## src/rtl/cond_reg_pkg.sv

```systemverilog
package cond_reg_pkg;
  localparam int unsigned REG_W   = 8;
  localparam int unsigned ARITH_W = 4;
  localparam int unsigned BIT_PDF = 4;
  localparam int unsigned BIT_TO  = 5;

  typedef struct packed {
    logic to;
    logic pdf;
  } pwr_flags_t;

  function automatic logic [ARITH_W-1:0] merge_arith(
    input logic [ARITH_W-1:0] cur,
    input logic               we,
    input logic [ARITH_W-1:0] wdat,
    input logic [ARITH_W-1:0] en,
    input logic [ARITH_W-1:0] alu);
    logic [ARITH_W-1:0] base;
    base = we ? wdat : cur;
    return (en & alu) | (~en & base);
  endfunction

  function automatic pwr_flags_t next_pwr(
    input pwr_flags_t cur,
    input logic tmo,
    input logic clr,
    input logic hlt);
    pwr_flags_t n;
    n = cur;
    if (clr || hlt) n.to = 1'b0;
    if (tmo)        n.to = 1'b1;
    if (hlt)        n.pdf = 1'b1;
    if (clr)        n.pdf = 1'b0;
    return n;
  endfunction
endpackage

```

## src/rtl/cond_arith_flags.sv

```systemverilog
module cond_arith_flags
  import cond_reg_pkg::*;
#(
  parameter int unsigned W = ARITH_W
) (
  input  logic         clk,
  input  logic         rst_n,
  input  logic         clr,
  input  logic         we,
  input  logic [W-1:0] wdat,
  input  logic [W-1:0] en,
  input  logic [W-1:0] alu,
  output logic [W-1:0] q
);
  logic [W-1:0] nxt;

  generate
    for (genvar i = 0; i < W; i++) begin : g_bit
      always_comb nxt[i] = en[i] ? alu[i] : (we ? wdat[i] : q[i]);
    end
  endgenerate

  always_ff @(posedge clk or negedge rst_n) begin
    if (!rst_n)   q <= '0;
    else if (clr) q <= '0;
    else          q <= nxt;
  end
endmodule

```

## src/rtl/cond_pwr_flags.sv

```systemverilog
module cond_pwr_flags
  import cond_reg_pkg::*;
(
  input  logic       clk,
  input  logic       rst_n,
  input  logic       clr,
  input  logic       tmo,
  input  logic       wclr,
  input  logic       hlt,
  output pwr_flags_t q
);
  pwr_flags_t nxt;

  always_comb nxt = next_pwr(q, tmo, wclr, hlt);

  always_ff @(posedge clk or negedge rst_n) begin
    if (!rst_n)   q <= '0;
    else if (clr) q <= '0;
    else          q <= nxt;
  end
endmodule

```

## src/rtl/cond_reg.sv

```systemverilog
module cond_reg
  import cond_reg_pkg::*;
(
  input  logic             clk,
  input  logic             rst_n,
  input  logic             por_pulse,
  input  logic             wdt_timeout,
  input  logic             wdt_clear,
  input  logic             halt,
  input  logic [3:0]       alu_en,
  input  logic [3:0]       alu_flags,
  input  logic             sw_we,
  input  logic [7:0]       sw_data,
  output logic [7:0]       rd_data
);
  logic [ARITH_W-1:0] arith_q;
  pwr_flags_t         pwr_q;
  logic               ev_to_set;
  logic               ev_pdf_set;

  assign ev_to_set  = wdt_timeout & ~por_pulse;
  assign ev_pdf_set = halt & ~wdt_clear & ~por_pulse;

  cond_arith_flags #(.W(ARITH_W)) u_arith (
    .clk(clk), .rst_n(rst_n), .clr(por_pulse), .we(sw_we),
    .wdat(sw_data[ARITH_W-1:0]), .en(alu_en), .alu(alu_flags), .q(arith_q)
  );

  cond_pwr_flags u_pwr (
    .clk(clk), .rst_n(rst_n), .clr(por_pulse), .tmo(wdt_timeout),
    .wclr(wdt_clear), .hlt(halt), .q(pwr_q)
  );

  always_comb begin
    rd_data = '0;
    rd_data[ARITH_W-1:0] = arith_q;
    rd_data[BIT_PDF]     = pwr_q.pdf;
    rd_data[BIT_TO]      = pwr_q.to;
  end
endmodule

```

## config.mk

```make
export PLATFORM = sky130hd
export DESIGN_NAME = cond_reg
export DESIGN_NICKNAME = d
export VERILOG_FILES = /design/src/rtl/cond_reg_pkg.sv /design/src/rtl/cond_arith_flags.sv /design/src/rtl/cond_pwr_flags.sv /design/src/rtl/cond_reg.sv
export SDC_FILE = /design/constraint.sdc
export NUM_CORES = 1
export LEC_CHECK = 0
export BUFFER_PORTS_ARGS = -buffer_cell sky130_fd_sc_hd__buf_2
export CORE_AREA = 2 2 39 41
export DETAILED_ROUTE_END_ITERATION = 10
export DIE_AREA = 0 0 41 43
export PLACE_DENSITY = 0.61
export SYNTH_ARGS = -nofsm -noshare
export SYNTH_HDL_FRONTEND = slang
export SYNTH_HIERARCHICAL = 1
export SYNTH_SLANG_ARGS = --single-unit
```

## constraint.sdc

```tcl
create_clock -name clk -period 1 [get_ports clk]
set_clock_uncertainty 0.05 [all_clocks]
set_input_delay 0.3 -clock clk [delete_from_list [all_inputs] [get_ports clk]]
set_output_delay 0.3 -clock clk [all_outputs]
set_load 0.02 [all_outputs]
```

==> flow_metrics.py <==
metrics = {
    "min_path": {
        "hold_path_end": "u_arith/q[2]$_DFFE_PN0P_",
        "hp-class": "in -> reg",
        "hold-path-cell-count": 3,
        "worstHoldStart": "alu_en[2]",
    },
    "final_layout": {
        "antennaDiodeCount": 0,
        "layout_common_cells": "18 x buf_2, 6 x buf_6, 6 x dfrtp_1",
        "final_util": 0.373,
        "stdcell_area_um2": 515,
        "nets": 83,
        "final_common_cell": "buf_2",
        "syn_to_final_growth_pct": 62.8,
        "final_layout_size_suffix_gt1_frac": 0.500,
    },
    "logic_synthesis": {
        "yosysWarningCount": 6,
        "postSynthAreaPerCell_um2": 10.2,
        "synth-seq-cells": 6,
        "ys_types": 12,
        "syn_inst": 31,
        "syn_area_um2": 317,
        "seq_area_frac_synth": 0.474,
    },
    "die": {
        "row_count": 14,
        "ios": 31,
        "die_w_um": 41,
        "fp.dieArea_mm2": 0.00176,
        "core_area_mm2": 0.00138,
        "die_h_um": 43,
        "start_util": 0.229,
    },
    "grt": {
        "grt-ovfl-total": 0,
        "grt_max_degree": 7,
        "antenna_found_initial": 0,
        "grt_pass1_wl_um": 938,
        "grtUsageTotal": 0.0838,
        "grt_pass1_vias": 256,
    },
    "clock_tree": {
        "clock_path_buffers": 2,
        "cts_setup_buffers": 0,
        "clock-root-buffer": "clkbuf_4",
        "cts_buffers": 3,
        "htreeDepth": 1,
        "cts_tree": "yes",
        "cts.sinks": 6,
        "clock_latency_ns": 0.24,
        "cts.clk_slew.worst_paths_ns": 0.05,
    },
    "worst_setup_path": {
        "cp_top_family": "flip-flops",
        "r2r_cells": 2,
        "crit_chain": "buf_6",
        "r2r-start": "u_pwr/q[1]$_DFFE_PN0P_",
        "worstReg2RegEnd": "u_pwr/q[1]$_DFFE_PN0P_",
        "worstSetupPathType": "reg -> out",
        "crit_fanout": 2,
        "required_ns": 0.65,
        "cp-end-kind": "output pin",
        "crit_path_start_kind": "register",
        "slowest_delay_ns": 0.39,
        "cp.arrival_ns": 0.76,
        "reg2reg_setup_slack_ns": 0.05,
        "critPathSlowestCell": "dfrtp_1",
        "path_buf_inv": 1,
    },
    "routing": {
        "drc": 0,
        "wl_per_cell_um": 9.51,
        "vias": 303,
        "postRouteWirelength_um": 704,
        "vias_per_cell": 4.09,
        "drtIter0Drc": 1,
        "drtPass1Iterations": 2,
        "postRouteAntennaNets": 0,
    },
    "timing": {
        "timing.fmax_mhz": 899,
        "fin_crit_sh": 1.11,
        "setup_ws_ns": -0.112,
        "rsz0062_at_grt": "true",
        "finalCriticalPeriod_ns": 1.11,
        "setup_viol": 6,
        "drv_slew": 0,
        "hold_viol_final": 0,
    },
    "pwr": {
        "power_density_mw_per_mm2": 1240,
        "p_leak_nw": 0.284,
        "vdd_drop_max_v": 0.000531,
    },
    "placement": {
        "portBuffers": 24,
        "placed_cell_area_um2": 442,
        "place_congestion": 0.549,
    },
    "flow_run": {
        "drv_cap": 0,
    },
    "outcome": {
        "violations": "negative setup slack",
        "status": "finished with violations",
    },
}
-- synth_stat cells, drive strengths merged --
library cell  count  area (um2)
nor2b             4        25.0
nor3              1        5.00
mux2i             4        40.0
dfrtp             6         150
conb              1        3.75
inv               5        18.8
a211oi            4        30.0
or3b              1        8.76
nor2              1        3.75
a21oi             1        5.00
buf               3        26.3
-- flip-flops by register name, summed over array words and instances, names as in the netlist --
| register | count |
|---|---|
| u_pwr/q | 2 |
| u_arith/q | 4 |
-- metal layers --
| metal | part of all wire | global-route usage | up-vias |
|---|---|---|---|
| li1 | - | - | 154 |
| met1 | 0.46 | 0.0885 | 130 |
| met2 | 0.44 | 0.128 | 19 |
| met3 | 0.094 | 0.0471 | 0 |
| met4 | 0 | 0.0400 | 0 |
| met5 | 0 | 0 | - |
-- cell type report --
cell class	instances	area (um2)
timing repair buffer	26	175
fill	139	868
sequential	6	150
tap	16	20.0
multi-input combinational	18	129
inverter	5	18.8
clock buffer	3	22.5
-- stage by stage --
stage / hold slack [ns] / std cells / power (W) / setup slack, ns / TNS (ns)
after floorplan: -0.0456 / 32 / 0.000342 / -0.0147 / -0.0147
after detailed placement: 0.0822 / 70 / 0.000399 / -0.0393 / -0.0393
after global routing: 0.244 / 74 / 0.000687 / -0.157 / -0.826
after CTS: 0.239 / 74 / 0.000656 / -0.123 / -0.706
after global placement: 0.0817 / 70 / 0.000396 / -0.0241 / -0.0241
final: 0.247 / 74 / 0.000640 / -0.112 / -0.624
-- kinds of logic after synthesis --
family	count (synthesis)	share of synthesized area
mux	4	0.126
simple gates	7	0.134
flops	6	0.474
other cells	1	0.0118
compound gates	5	0.111
buf+inv	8	0.142
-- power breakdown --
group	switching, W	leakage (nW)	internal [W]
registers	0.0000109	0.0776	0.000260
clock network	0.0000832	0.0138	0.000136
logic	0.0000706	0.192	0.0000804
total	0.000165	0.284	0.000476
-- tightest hold or removal path, stage by stage --
cell and delay (ns):
buf_2 0.10, inv_1 0.04, a211oi_1 0.05
-- timing repair --
action,CTS,global route
pin swaps,0,0
hold buffers,1,0
setup endpoints to repair,6,7
endpoints found under the hold margin,6,0
gates resized for setup,12,1
-- worst max path at each step --
stage                                        start                     end  cells past startpoint
after CTS                 u_arith/q[3]$_DFFE_PN0P_              rd_data[3]                      1
after floorplan             u_pwr/q[1]$_DFFE_PN0P_  u_pwr/q[1]$_DFFE_PN0P_                      2
final                     u_arith/q[3]$_DFFE_PN0P_              rd_data[3]                      1
after global placement                   wdt_clear  u_pwr/q[1]$_DFFE_PN0P_                      3
after detailed placement                 wdt_clear  u_pwr/q[1]$_DFFE_PN0P_                      3
after global routing      u_arith/q[3]$_DFFE_PN0P_              rd_data[3]                      1
(Power assumes the default switching activity.)
